<file path="src/rtl/susp_pkg.sv">
package susp_pkg;

   typedef enum logic [2:0] {
      SQ_IDLE = 3'd0,
      SQ_REQ  = 3'd1,
      SQ_PARK = 3'd2,
      SQ_STOP = 3'd3,
      SQ_GAP  = 3'd4,
      SQ_REL  = 3'd5
   } sq_state_e;

endpackage

</file>
<file path="src/rtl/susp_sync.sv">
module susp_sync #(
   parameter int   WIDTH   = 1,
   parameter int   STAGES  = 2,
   parameter logic RST_VAL = 1'b0
) (
   input  logic             clk_i,
   input  logic             rst_ni,
   input  logic [WIDTH-1:0] d_i,
   output logic [WIDTH-1:0] q_o
);

   if (STAGES == 0) begin : g_bypass
      assign q_o = d_i;
   end else begin : g_chain
      logic [WIDTH-1:0] stg_q [STAGES];

      always_ff @(posedge clk_i or negedge rst_ni) begin
         if (!rst_ni) begin
            for (int i = 0; i < STAGES; i++) stg_q[i] <= {WIDTH{RST_VAL}};
         end else begin
            stg_q[0] <= d_i;
            for (int i = 1; i < STAGES; i++) stg_q[i] <= stg_q[i-1];
         end
      end

      assign q_o = stg_q[STAGES-1];
   end

endmodule

</file>
<file path="src/rtl/susp_wake_tmr.sv">
module susp_wake_tmr #(
   parameter int TMR_W = 8
) (
   input  logic             clk_i,
   input  logic             rst_ni,
   input  logic             active_i,
   input  logic [TMR_W-1:0] lim_i,
   output logic             expire_o
);

   localparam logic [TMR_W-1:0] CNT_MAX = {TMR_W{1'b1}};

   logic [TMR_W-1:0] cnt_q;

   always_ff @(posedge clk_i or negedge rst_ni) begin
      if (!rst_ni) begin
         cnt_q <= '0;
      end else if (!active_i) begin
         cnt_q <= '0;
      end else if (cnt_q != CNT_MAX) begin
         cnt_q <= cnt_q + 1'b1;
      end
   end

   assign expire_o = active_i && (lim_i != '0) && (cnt_q == lim_i);

endmodule

</file>
<file path="src/rtl/susp_clk_gate.sv">
module susp_clk_gate #(
   parameter logic PARK_LVL = 1'b0
) (
   input  logic clk_i,
   input  logic rst_ni,
   input  logic run_i,
   output logic en_o,
   output logic clk_o
);

   logic en_q, en_d;
   logic ph_q, ph_d;

   // enable may only drop while the phase sits at the park level
   always_comb begin
      en_d = run_i | (en_q & (ph_q != PARK_LVL));
      ph_d = en_d ? ~ph_q : ph_q;
   end

   always_ff @(posedge clk_i or negedge rst_ni) begin
      if (!rst_ni) begin
         en_q <= 1'b1;
         ph_q <= PARK_LVL;
      end else begin
         en_q <= en_d;
         ph_q <= ph_d;
      end
   end

   assign en_o  = en_q;
   assign clk_o = ph_q;

endmodule

</file>
<file path="src/rtl/susp_seq_fsm.sv">
module susp_seq_fsm
   import susp_pkg::*;
#(
   parameter int GAP_W     = 4,
   parameter bit CLK_FIRST = 1'b1
) (
   input  logic             clk_i,
   input  logic             rst_ni,
   input  logic             req_i,
   input  logic             ack_sn_i,
   input  logic             wake_s_i,
   input  logic             tmr_exp_i,
   input  logic             clk_en_i,
   input  logic [GAP_W-1:0] gap_i,
   output logic             susp_no,
   output logic             s3v_o,
   output logic             run_o,
   output logic             tmr_act_o
);

   sq_state_e        st_q, st_d;
   logic             req_q;
   logic             susp_n_q, susp_n_d;
   logic             s3v_q, s3v_d;
   logic             run_q, run_d;
   logic [GAP_W-1:0] cnt_q, cnt_d;

   always_comb begin
      st_d     = st_q;
      susp_n_d = susp_n_q;
      s3v_d    = s3v_q;
      run_d    = run_q;
      cnt_d    = cnt_q;
      unique case (st_q)
         SQ_IDLE: begin
            if (req_i && !req_q) begin
               st_d     = SQ_REQ;
               susp_n_d = 1'b0;
            end
         end
         SQ_REQ: begin
            if (wake_s_i) begin
               st_d     = SQ_IDLE;
               susp_n_d = 1'b1;
            end else if (!ack_sn_i) begin
               st_d  = SQ_PARK;
               s3v_d = 1'b1;
               run_d = 1'b0;
            end
         end
         SQ_PARK: begin
            if (!clk_en_i) st_d = SQ_STOP;
         end
         SQ_STOP: begin
            if (wake_s_i || tmr_exp_i) begin
               st_d  = SQ_GAP;
               cnt_d = gap_i;
               if (CLK_FIRST) begin
                  run_d = 1'b1;
                  s3v_d = 1'b0;
               end else begin
                  susp_n_d = 1'b1;
               end
            end
         end
         SQ_GAP: begin
            if (cnt_q == '0) begin
               st_d = SQ_REL;
               if (CLK_FIRST) begin
                  susp_n_d = 1'b1;
               end else begin
                  run_d = 1'b1;
                  s3v_d = 1'b0;
               end
            end else begin
               cnt_d = cnt_q - 1'b1;
            end
         end
         SQ_REL: begin
            if (ack_sn_i) st_d = SQ_IDLE;
         end
         default: st_d = SQ_IDLE;
      endcase
   end

   always_ff @(posedge clk_i or negedge rst_ni) begin
      if (!rst_ni) begin
         st_q     <= SQ_IDLE;
         req_q    <= 1'b0;
         susp_n_q <= 1'b1;
         s3v_q    <= 1'b0;
         run_q    <= 1'b1;
         cnt_q    <= '0;
      end else begin
         st_q     <= st_d;
         req_q    <= req_i;
         susp_n_q <= susp_n_d;
         s3v_q    <= s3v_d;
         run_q    <= run_d;
         cnt_q    <= cnt_d;
      end
   end

   assign susp_no   = susp_n_q;
   assign s3v_o     = s3v_q;
   assign run_o     = run_d;
   assign tmr_act_o = ((st_q == SQ_PARK) || (st_q == SQ_STOP)) && !clk_en_i;

endmodule

</file>
<file path="src/rtl/susp_clkstop_seq.sv">
module susp_clkstop_seq #(
   parameter int   SYNC_STG  = 2,
   parameter int   GAP_W     = 4,
   parameter int   TMR_W     = 8,
   parameter bit   CLK_FIRST = 1'b1,
   parameter logic PARK_LVL  = 1'b0
) (
   input  logic             clk_i,
   input  logic             rst_ni,
   input  logic             sleep_req_i,
   input  logic             core_ack_ni,
   input  logic             wake_smi_i,
   input  logic             wake_pin_i,
   input  logic [TMR_W-1:0] tmr_lim_i,
   input  logic [GAP_W-1:0] gap_i,
   output logic             core_susp_no,
   output logic             susp3v_o,
   output logic             clk_en_o,
   output logic             sys_clk_o
);

   localparam int WAKE_N = 2;

   if (SYNC_STG < 0 || SYNC_STG > 4) begin : g_bad_sync
      $error("SYNC_STG must lie in 0..4");
   end
   if (GAP_W < 1 || GAP_W > 16) begin : g_bad_gap
      $error("GAP_W must lie in 1..16");
   end
   if (TMR_W < 1 || TMR_W > 32) begin : g_bad_tmr
      $error("TMR_W must lie in 1..32");
   end

   logic              ack_sn;
   logic [WAKE_N-1:0] wake_raw, wake_sync;
   logic              wake_s;
   logic              tmr_exp, tmr_act;
   logic              run, en;

   assign wake_raw = {wake_pin_i, wake_smi_i};
   assign wake_s   = |wake_sync;

   susp_sync #(.WIDTH(1), .STAGES(SYNC_STG), .RST_VAL(1'b1)) u_ack_sync (
      .clk_i (clk_i),
      .rst_ni(rst_ni),
      .d_i   (core_ack_ni),
      .q_o   (ack_sn)
   );

   susp_sync #(.WIDTH(WAKE_N), .STAGES(SYNC_STG), .RST_VAL(1'b0)) u_wake_sync (
      .clk_i (clk_i),
      .rst_ni(rst_ni),
      .d_i   (wake_raw),
      .q_o   (wake_sync)
   );

   susp_wake_tmr #(.TMR_W(TMR_W)) u_tmr (
      .clk_i   (clk_i),
      .rst_ni  (rst_ni),
      .active_i(tmr_act),
      .lim_i   (tmr_lim_i),
      .expire_o(tmr_exp)
   );

   susp_seq_fsm #(.GAP_W(GAP_W), .CLK_FIRST(CLK_FIRST)) u_fsm (
      .clk_i    (clk_i),
      .rst_ni   (rst_ni),
      .req_i    (sleep_req_i),
      .ack_sn_i (ack_sn),
      .wake_s_i (wake_s),
      .tmr_exp_i(tmr_exp),
      .clk_en_i (en),
      .gap_i    (gap_i),
      .susp_no  (core_susp_no),
      .s3v_o    (susp3v_o),
      .run_o    (run),
      .tmr_act_o(tmr_act)
   );

   susp_clk_gate #(.PARK_LVL(PARK_LVL)) u_gate (
      .clk_i (clk_i),
      .rst_ni(rst_ni),
      .run_i (run),
      .en_o  (en),
      .clk_o (sys_clk_o)
   );

   assign clk_en_o = en;

endmodule

</file>
<file path="config.mk">
export PLATFORM = sky130hd
export DESIGN_NAME = susp_clkstop_seq
export DESIGN_NICKNAME = d
export VERILOG_FILES = /design/src/rtl/susp_pkg.sv /design/src/rtl/susp_sync.sv /design/src/rtl/susp_wake_tmr.sv /design/src/rtl/susp_clk_gate.sv /design/src/rtl/susp_seq_fsm.sv /design/src/rtl/susp_clkstop_seq.sv
export SDC_FILE = /design/constraint.sdc
export NUM_CORES = 1
export LEC_CHECK = 0
export BUFFER_PORTS_ARGS = -buffer_cell sky130_fd_sc_hd__buf_2
export CAP_MARGIN = 20
export CORE_MARGIN = 2
export CORE_UTILIZATION = 30
export CTS_CLUSTER_SIZE = 40
export DETAILED_ROUTE_END_ITERATION = 10
export PLACE_DENSITY = 0.44
export REMOVE_ABC_BUFFERS = 1
export SYNTH_ARGS = -nofsm -noshare
export SYNTH_HDL_FRONTEND = slang
export SYNTH_SLANG_ARGS = --single-unit
</file>
<file path="constraint.sdc">
create_clock -name clk_i -period 2.22 [get_ports clk_i]
set_input_delay 0.444 -clock clk_i [delete_from_list [all_inputs] [get_ports clk_i]]
set_output_delay 0.444 -clock clk_i [all_outputs]
set_load 0.01 [all_outputs]
</file>
==> results.txt, run 1 <==
H-tree depth: 1
FF-to-FF End: u_fsm.cnt_q[1]$_DFFE_PN0P_
Setup TNS Final: 0 ns
Setup-failing EPs final: 0
CP endpoint kind: flip-flop
num ports: 22
layout cell share with drive strength beyond 1: 0.2335
fin nets: 188
Area Growth Syn to Fin: 14.58%
Finished Layout Cells: 221
crit path max-delay cell type: dfrtp_1
DP Cell Count: 217
crit-path max FO: 5
CP arrival: 2.18 ns
Synth Cell Area: 0.001450 mm2
insertion delay to the later sink of the worst-skew pair: 0.27 ns
Setup Buffers After CTS: 0
async set-reset flop share out of synthesis: 1.000
Worst setup SP type: flip-flop
Slew @ Worst Pin: 0.5853 ns
commonest non-fill, non-tap cell in the layout: dfrtp_1
largest net degree at the start of global routing: 28
reg2reg start: u_fsm.cnt_q[0]$_DFFE_PN0P_
# resized after CTS: 0
vias in the first global route: 1,087
first-pass GRT wire length: 5126 um
critical path startpoint: u_fsm.cnt_q[0]$_DFFE_PN0P_
max cap viols: 0
FF+latch area: 681.9 um2
drt first pass iters: 4
Final min period: 2.011 ns
status: finished, final reports clean
CP required: 2.39 ns
full die area: 0.005406 mm2
vias after detailed routing: 1,144
critical path, cell by cell: inv_1, ha_1, nor3b_1, nor2b_1, nand2_1, and3_4, mux2_4
Tcrit/Tclk final: 0.9056
antenna violations before repair: 0
post-synth cell types: 46
Ant. Diodes: 0
Total GRT Usage: 0.1240
relative slew slack: 0.5997
Initial Util: 0.3091
cell taking the most area after synthesis: dfrtp_1
YS warnings: 0
VDD IR-drop max: 0.2175 mV
sequential element share of the synthesized area: 0.4702
grt ovf: 0
Power Density: 503.3 mW/mm2
Starting DRT DRC Count: 65
CTS buffer count: 3
Post-synth EDFFs: 0
top_reg_cell synth: dfrtp_1
die height: 73.53 um
CP max stage delay: 0.43 ns
Core ar.: 0.004692 mm2
CTS tree: done
r2r setup slk: 0.21 ns
most frequent cells in the layout: 22 x dfrtp_1, 21 x buf_2, 15 x nor2_1
Clock Path Buffers: 2
drt total wl: 3100 um
LEAKAGE: 0.7312 nW
RSZ-0062 raised after global routing: no
Fin. Hold Viols: 0
DRC errors left: 0
CP Class: flip-flop to flip-flop
final core occ: 0.3541
cells on worst reg2reg path: 7
Final Skew: 0.001505 ns
area share of the largest cell type after synthesis: 0.3796
vias per inst: 5.176
Worst-path clk slew: 0.09 ns
#FFs+latches synth: 27
dominant cells by area after synthesis: dfrtp_1 38%, dfstp_2 9.1%, xor2_1 6.0%
Routed Antenna Nets: 0
dpl hpwl: 2322 um
Worst Hold Class: input pin to async pin
Die W: 73.53 um
multi-input logic area: 719.4 um2
row count: 25
DR WL/cell: 14.03 um
filler cell count: 478
clock sink total: 27
routability cong.: 0.8219
cts hold-fix bufs: 0
Max Freq: 497.4 MHz
Power Total: 0.8362 mW
post-synthesis cell count: 143
Mapped Avg Cell Area: 10.14 um2
final slew viol count: 0
I/O Buffers: 21
Root Buffer: clkbuf_8
how the worst max path moves through the flow:
stage                                       to
global placement    u_fsm.cnt_q[1]$_DFFE_PN0P_
global route        u_fsm.cnt_q[1]$_DFFE_PN0P_
CTS                 u_fsm.cnt_q[1]$_DFFE_PN0P_
floorplan           u_fsm.cnt_q[1]$_DFFE_PN0P_
finish              u_fsm.cnt_q[1]$_DFFE_PN0P_
detailed placement  u_fsm.cnt_q[1]$_DFFE_PN0P_
kinds of logic after synthesis:
logic type      Yosys count  share of synthesized area
compound gates           31                     0.1467
fa+ha+maj                 2                    0.01725
buf+inv                   9                    0.03365
flops                    27                     0.4702
mux                       4                    0.03106
xor+xnor                 12                    0.07248
simple gates             58                     0.2286
Yosys cell counts, types with 2 or more instances:
library cell  count
nor4_1            2
nor3_1            7
mux2i_1           3
o211ai_1          2
xnor2_1           2
nor2_1           15
buf_6             2
xor2_1           10
dfrtp_1          22
dfstp_2           5
o22ai_1           4
nor2b_1           2
or3_1             2
a21oi_1           6
nand2_1           8
nor3b_1           2
nand3_1           5
nand4_1           3
o21ai_0           6
a31oi_1           3
clkbuf_1          2
ha_1              2
inv_1             5
flip-flops by register name, summed over array words and instances (netlist names), 2 cells and up:
name,flops
u_wake_sync.q_o,2
u_fsm.st_q,3
u_wake_sync.g_chain.stg_q,2
u_fsm.cnt_q,4
u_tmr.cnt_q,8
cell type report:
type | count | share of cell area
multi-input cells | 107 | 0.4330
flip-flops and latches | 27 | 0.4104
repair buffers | 24 | 0.07681
well taps | 54 | 0.04066
clock buffers | 3 | 0.02485
inverters | 5 | 0.01130
clock inverters | 1 | 0.003012
per-stage QoR:
step | setup slack, ns | cell area (um2) | hold WS (ns)
3_3_place_gp | 0.1558 | 1615 | 0.3363
2_1_floorplan | 0.3335 | 1420 | 0.1484
3_5_place_dp | 0.1285 | 1615 | 0.3465
6_report | 0.2095 | 1662 | 0.1715
5_1_grt | 0.05120 | 1662 | 0.2341
4_1_cts | 0.1965 | 1662 | 0.2010
worst max-delay path, delay by kind of cell (launching register included):
family,cells,cell delay (ns)
and+or+nand+nor,4,0.89
muxes,1,0.30
buffers and inverters,1,0.10
DFF,1,0.43
adders and majority gates,1,0.19
power by group:
| group | switching [mW] | internal (mW) | leakage [nW] |
|---|---|---|---|
| clock | 0.157 | 0.126 | 0.0255 |
| combinational | 0.0283 | 0.0195 | 0.385 |
| sequential | 0.00450 | 0.501 | 0.321 |
per-layer routing:
metal / vias to the layer above / track usage / wire [um]
met5: - / 0 / 0
met4: 0 / 0.05253 / 51
met3: 5 / 0.02058 / 123
met2: 24 / 0.1964 / 1465
met1: 539 / 0.1667 / 1459
li1: 576 / - / -
No activity file was read; power rests on OpenSTA's default activity.
==> run 2, diff against run 1 <==
- CTS_CLUSTER_SIZE: 40 -> 12
- GPL_TIMING_DRIVEN: default -> 0
==> results.txt, run 2 (synthesis gave the netlist of run 1 again) <==
commonest non-fill, non-tap cell in the layout: dfrtp_1 (unchanged)
# resized after CTS: 0 (unchanged)
largest net degree at the start of global routing: 28 (unchanged)
CP arrival: 2.21 ns (was 2.18 ns)
dpl hpwl: 2260 um (was 2322 um)
die height: 73.53 um (unchanged)
Worst setup SP type: flip-flop (unchanged)
Final Skew: 0.002509 ns (was 0.001505 ns)
DP Cell Count: 214 (was 217)
Root Buffer: clkbuf_8 (unchanged)
Top Registers: u_tmr.cnt_q: 8 flops, u_fsm.cnt_q: 4 flops, u_fsm.st_q: 3 flops (unchanged)
pre-CTS WS: 0.1169 ns (was 0.1285 ns)
Sw Share: 0.2274 (was 0.2272)
RSZ-0062 raised after global routing: no (unchanged)
antenna violations before repair: 0 (unchanged)
reg2reg start: u_fsm.st_q[1]$_DFFE_PN0P_ (was u_fsm.cnt_q[0]$_DFFE_PN0P_)
most frequent cells in the layout: 22 x dfrtp_1, 21 x buf_2, 15 x nor2_1 (unchanged)
Finished Layout Cells: 218 (was 221)
largest register by flop count: u_tmr.cnt_q (unchanged)
cells on worst reg2reg path: 5 (was 7)
critical path, cell by cell: or3b_4, nor4_4, o2111ai_2, and3_4, mux2_4 (was inv_1, ha_1, nor3b_1, nor2b_1, nand2_1, and3_4, mux2_4)
Ant. Diodes: 0 (unchanged)
Largest register FFs: 8 (unchanged)
fin nets: 185 (was 188)
Tcrit/Tclk final: 0.9227 (was 0.9056)
drt total wl: 2929 um (was 3100 um)
LEAKAGE: 0.7167 nW (was 0.7312 nW)
vias per inst: 5.266 (was 5.176)
CP endpoint kind: flip-flop (unchanged)
full die area: 0.005406 mm2 (unchanged)
Power Density: 513.6 mW/mm2 (was 503.3 mW/mm2)
Worst Hold Class: input pin to async pin (unchanged)
relative slew slack: 0.6002 (was 0.5997)
insertion delay to the later sink of the worst-skew pair: 0.27 ns (about the same)
CP Class: flip-flop to flip-flop (unchanged)
layout cell share with drive strength beyond 1: 0.2195 (was 0.2335)
setup ws final: 0.1717 ns (was 0.2095 ns)
Starting DRT DRC Count: 72 (was 65)
num ports: 22 (unchanged)
Initial Util: 0.3091 (unchanged)
Die W: 73.53 um (unchanged)
Worst-path clk slew: 0.10 ns (was 0.09 ns)
CP max stage delay: 0.55 ns (was 0.43 ns)
final slew viol count: 0 (unchanged)
drt first pass iters: 4 (unchanged)
cts hold-fix bufs: 0 (unchanged)
max cap viols: 0 (unchanged)
Setup-failing EPs final: 0 (unchanged)
CP required: 2.39 ns (about the same)
Area Growth Syn to Fin: 13.29% (was 14.58%)
Final min period: 2.048 ns (was 2.011 ns)
Clock Power Share: 0.346 (was 0.339)
H-tree depth: 1 (unchanged)
Core ar.: 0.004692 mm2 (unchanged)
r2r setup slk: 0.17 ns (was 0.21 ns)
Setup Buffers After CTS: 0 (unchanged)
CTS tree: done (unchanged)
I/O Buffers: 21 (unchanged)
Setup TNS Final: 0 ns (unchanged)
row count: 25 (unchanged)
Net Sw Power: 0.1919 mW (was 0.1900 mW)
Fin. Hold Viols: 0 (unchanged)
Routed Antenna Nets: 0 (unchanged)
grt ovf: 0 (unchanged)
DR WL/cell: 13.44 um (was 14.03 um)
crit-path max FO: 12 (was 5)
routability cong.: 0.8439 (was 0.8219)
combinational share of power: 0.056 (was 0.057)
FF-to-FF End: u_fsm.cnt_q[1]$_DFFE_PN0P_ (unchanged)
Max Freq: 488.2 MHz (was 497.4 MHz)
status: finished, final reports clean (unchanged)
Reg power frac: 0.598 (was 0.604)
Internal Power: 0.6518 mW (was 0.6462 mW)
first-pass GRT wire length: 5181 um (was 5126 um)
DRC errors left: 0 (unchanged)
Slew @ Worst Pin: 0.5846 ns (was 0.5853 ns)
Total GRT Usage: 0.1222 (was 0.1240)
CTS buffer count: 3 (unchanged)
clock sink total: 27 (unchanged)
crit path max-delay cell type: dfrtp_1 (unchanged)
vias after detailed routing: 1,148 (was 1,144)
vias in the first global route: 1,133 (was 1,087)
VDD IR-drop max: 0.2811 mV (was 0.2175 mV)
Clock Path Buffers: 2 (unchanged)
## run 2: cell count changes in the layout (fill, tap and decap cells not counted)
cell	change
buf_4	-3
clkinv_2	-1
inv_6	+1
## run 2: routing by layer
metal	global-route usage	up-vias	wire length (um)
met1	0.1592	544	1344
met4	0.03636	0	42
met2	0.2014	29	1405
li1	-	571	-
met5	0	-	0
met3	0.02881	4	136
## run 2: critical path, delay by kind of cell (launching register included)
| family | cells | cell delay [ns] |
|---|---|---|
| and+or+nand+nor | 3 | 0.90 |
| AOI/OAI and AO/OA | 1 | 0.21 |
| DFF | 1 | 0.55 |
| muxes | 1 | 0.28 |
## run 2: worst max-delay path by stage
| stage | to | slack [ns] | start | cells past startpoint |
|---|---|---|---|---|
| final | u_fsm.cnt_q[1]$_DFFE_PN0P_ | 0.17 | u_fsm.st_q[1]$_DFFE_PN0P_ | 5 |
| after floorplan | u_fsm.cnt_q[1]$_DFFE_PN0P_ | 0.33 | tmr_lim_i[7] | 5 |
| after global routing | u_fsm.cnt_q[3]$_DFFE_PN0P_ | 0.03 | u_fsm.st_q[1]$_DFFE_PN0P_ | 5 |
| after detailed placement | u_fsm.cnt_q[1]$_DFFE_PN0P_ | 0.12 | tmr_lim_i[7] | 6 |
| after global placement | u_fsm.cnt_q[1]$_DFFE_PN0P_ | 0.10 | tmr_lim_i[7] | 6 |
| after CTS | u_fsm.cnt_q[1]$_DFFE_PN0P_ | 0.14 | u_fsm.st_q[1]$_DFFE_PN0P_ | 5 |
## run 2: power groups by stage
stage	clock network, mW	logic, mW	registers [mW]
floorplan	0	0.0179	0.513
global placement	0	0.0471	0.514
detailed placement	0	0.0484	0.514
CTS	0.309	0.0486	0.505
global route	0.334	0.0543	0.506
finish	0.292	0.0470	0.505
## run 2: final cells by class
type	count	area, um2
inverter	5	18.77
multi-input combinational	107	719.4
clock inverter	1	8.758
clock buffer	3	41.29
tap	54	67.56
timing repair buffer	21	105.1
fill	472	3049
sequential	27	681.9
## run 2: metrics by stage
step | hold WS (ns) | power [mW] | utilization | area, um2
floorplan | 0.1484 | 0.5312 | - | 1420
global placement | 0.3399 | 0.5614 | 0.3395 | 1593
detailed placement | 0.3401 | 0.5628 | 0.3395 | 1593
CTS | 0.1927 | 0.8624 | 0.3501 | 1643
global route | 0.2058 | 0.8942 | 0.3501 | 1643
finish | 0.1644 | 0.8437 | 0.3501 | 1643
==> run 3, diff against run 2 <==
- ABC_CLOCK_PERIOD_IN_PS: default -> 2140
- clock period: 2.22 -> 2.14 ns (I/O delays scaled with it)
==> results.txt, run 3 (synthesis gave the netlist of run 1 again) <==
status: finished, final reports clean (unchanged)
Routed Antenna Nets: 0 (unchanged)
Tcrit/Tclk final: 0.9401 (was 0.9227)
Clock Path Buffers: 2 (unchanged)
crit path max-delay cell type: dfrtp_1 (unchanged)
most frequent cells in the layout: 21 x buf_2, 21 x dfrtp_1, 15 x nor2_1 (was 22 x dfrtp_1, 21 x buf_2, 15 x nor2_1)
CP endpoint kind: flip-flop (unchanged)
final slew viol count: 0 (unchanged)
LEAKAGE: 0.7166 nW (was 0.7167 nW)
Worst setup SP type: flip-flop (unchanged)
CTS tree: done (unchanged)
Setup-failing EPs final: 0 (unchanged)
CTS buffer count: 3 (unchanged)
relative slew slack: 0.5967 (was 0.6002)
pre-CTS WS: 0.05291 ns (was 0.1169 ns)
vias per inst: 5.303 (was 5.266)
Top Registers: u_tmr.cnt_q: 8 flops, u_fsm.cnt_q: 4 flops, u_fsm.st_q: 3 flops (unchanged)
vias after detailed routing: 1,156 (was 1,148)
max cap viols: 0 (unchanged)
cells on worst reg2reg path: 5 (unchanged)
Final Skew: 0.002045 ns (was 0.002509 ns)
clock sink total: 27 (unchanged)
Starting DRT DRC Count: 77 (was 72)
antenna violations before repair: 0 (unchanged)
CP Class: flip-flop to flip-flop (unchanged)
row count: 25 (unchanged)
Area Growth Syn to Fin: 13.72% (was 13.29%)
drt total wl: 2976 um (was 2929 um)
Core ar.: 0.004692 mm2 (unchanged)
RSZ-0062 raised after global routing: no (unchanged)
CP max stage delay: 0.52 ns (was 0.55 ns)
Slew @ Worst Pin: 0.5987 ns (was 0.5846 ns)
cts hold-fix bufs: 0 (unchanged)
Final min period: 2.012 ns (was 2.048 ns)
Initial Util: 0.3091 (unchanged)
Total GRT Usage: 0.1222 (unchanged)
num ports: 22 (unchanged)
Setup TNS Final: 0 ns (unchanged)
grt ovf: 0 (unchanged)
drt first pass iters: 4 (unchanged)
largest register by flop count: u_tmr.cnt_q (unchanged)
H-tree depth: 1 (unchanged)
Power Total: 0.8758 mW (was 0.8437 mW)
dpl hpwl: 2260 um (unchanged)
layout cell share with drive strength beyond 1: 0.2317 (was 0.2195)
CP arrival: 2.18 ns (was 2.21 ns)
fin nets: 185 (unchanged)
DR WL/cell: 13.65 um (was 13.44 um)
Worst Hold Class: input pin to async pin (unchanged)
Ant. Diodes: 0 (unchanged)
Fin. Hold Viols: 0 (unchanged)
Largest register FFs: 8 (unchanged)
die height: 73.53 um (unchanged)
CP required: 2.31 ns (was 2.39 ns)
first-pass GRT wire length: 5181 um (unchanged)
# resized after CTS: 0 (unchanged)
DRC errors left: 0 (unchanged)
setup ws final: 0.1282 ns (was 0.1717 ns)
full die area: 0.005406 mm2 (unchanged)
Power Density: 531.1 mW/mm2 (was 513.6 mW/mm2)
VDD IR-drop max: 0.2915 mV (was 0.2811 mV)
FF-to-FF End: u_fsm.cnt_q[1]$_DFFE_PN0P_ (unchanged)
r2r setup slk: 0.13 ns (was 0.17 ns)
crit-path max FO: 10 (was 12)
critical path, cell by cell: and2b_1, and2_1, o21ai_0, and3_4, mux2_4 (was or3b_4, nor4_4, o2111ai_2, and3_4, mux2_4)
reg2reg start: u_fsm.st_q[2]$_DFFE_PN0P_ (was u_fsm.st_q[1]$_DFFE_PN0P_)
vias in the first global route: 1,133 (unchanged)
Setup Buffers After CTS: 0 (unchanged)
insertion delay to the later sink of the worst-skew pair: 0.27 ns (about the same)
Worst-path clk slew: 0.10 ns (about the same)
filler cell count: 473 (was 472)
I/O Buffers: 21 (unchanged)
largest net degree at the start of global routing: 28 (unchanged)
Root Buffer: clkbuf_8 (unchanged)
routability cong.: 0.8439 (unchanged)
Max Freq: 497.1 MHz (was 488.2 MHz)
Die W: 73.53 um (unchanged)
-- run 3: cell counts in the layout (fill, tap and decap cells not counted) --
No cell type changed its count.
-- run 3: worst max-delay path, delay by kind of cell, from the launching register on --
family | cells | cell delay [ns]
AO/OA/AOI/OAI | 1 | 0.27
multiplexers | 1 | 0.29
flip-flops | 1 | 0.52
AND/OR/NAND/NOR | 3 | 0.83
-- run 3: through the flow --
stage	util	instance area, um2	hold slack (ns)	std cells
finish	0.3515	1649	0.1475	218
global route	0.3515	1649	0.1898	218
CTS	0.3501	1643	0.1767	218
detailed placement	0.3395	1593	0.3401	214
global placement	0.3395	1593	0.3399	214
floorplan	-	1420	0.1324	139
-- run 3: cell type report --
type,instances,area (um2),share of cell area
Sequential cell,27,683.2,0.4143
Inverter,5,18.77,0.01138
Clock inverter,1,8.758,0.005311
Clock buffer,3,41.29,0.02504
Tap cell,54,67.56,0.04097
Timing Repair Buffer,21,105.1,0.06373
Multi-Input combinational cell,107,724.4,0.4393
-- run 3: how the worst max path moves through the flow --
stage | startpoint | endpoint | cells after the start
6_report | u_fsm.st_q[2]$_DFFE_PN0P_ | u_fsm.cnt_q[1]$_DFFE_PN0P_ | 5
3_3_place_gp | tmr_lim_i[7] | u_fsm.cnt_q[1]$_DFFE_PN0P_ | 6
3_5_place_dp | tmr_lim_i[7] | u_fsm.cnt_q[1]$_DFFE_PN0P_ | 6
2_1_floorplan | tmr_lim_i[7] | u_fsm.cnt_q[1]$_DFFE_PN0P_ | 5
4_1_cts | u_fsm.st_q[1]$_DFFE_PN0P_ | u_fsm.cnt_q[1]$_DFFE_PN0P_ | 5
5_1_grt | u_fsm.st_q[2]$_DFFE_PN0P_ | u_fsm.cnt_q[0]$_DFFE_PN0P_ | 5
-- run 3: where the power goes --
group / leakage (nW) / internal (mW) / total (mW) / switching [mW]
Sequential: 0.320 / 0.519 / 0.524 / 0.00438
Combinational: 0.370 / 0.0202 / 0.0489 / 0.0286
Clock: 0.0261 / 0.137 / 0.303 / 0.167
-- run 3: routing by layer --
layer	share of wire	global-route usage	wire, um	vias up
li1	-	-	-	570
met1	0.47	0.1592	1402	558
met2	0.48	0.2014	1434	24
met3	0.033	0.02881	97	4
met4	0.014	0.03636	41	0
met5	0	0	0	-
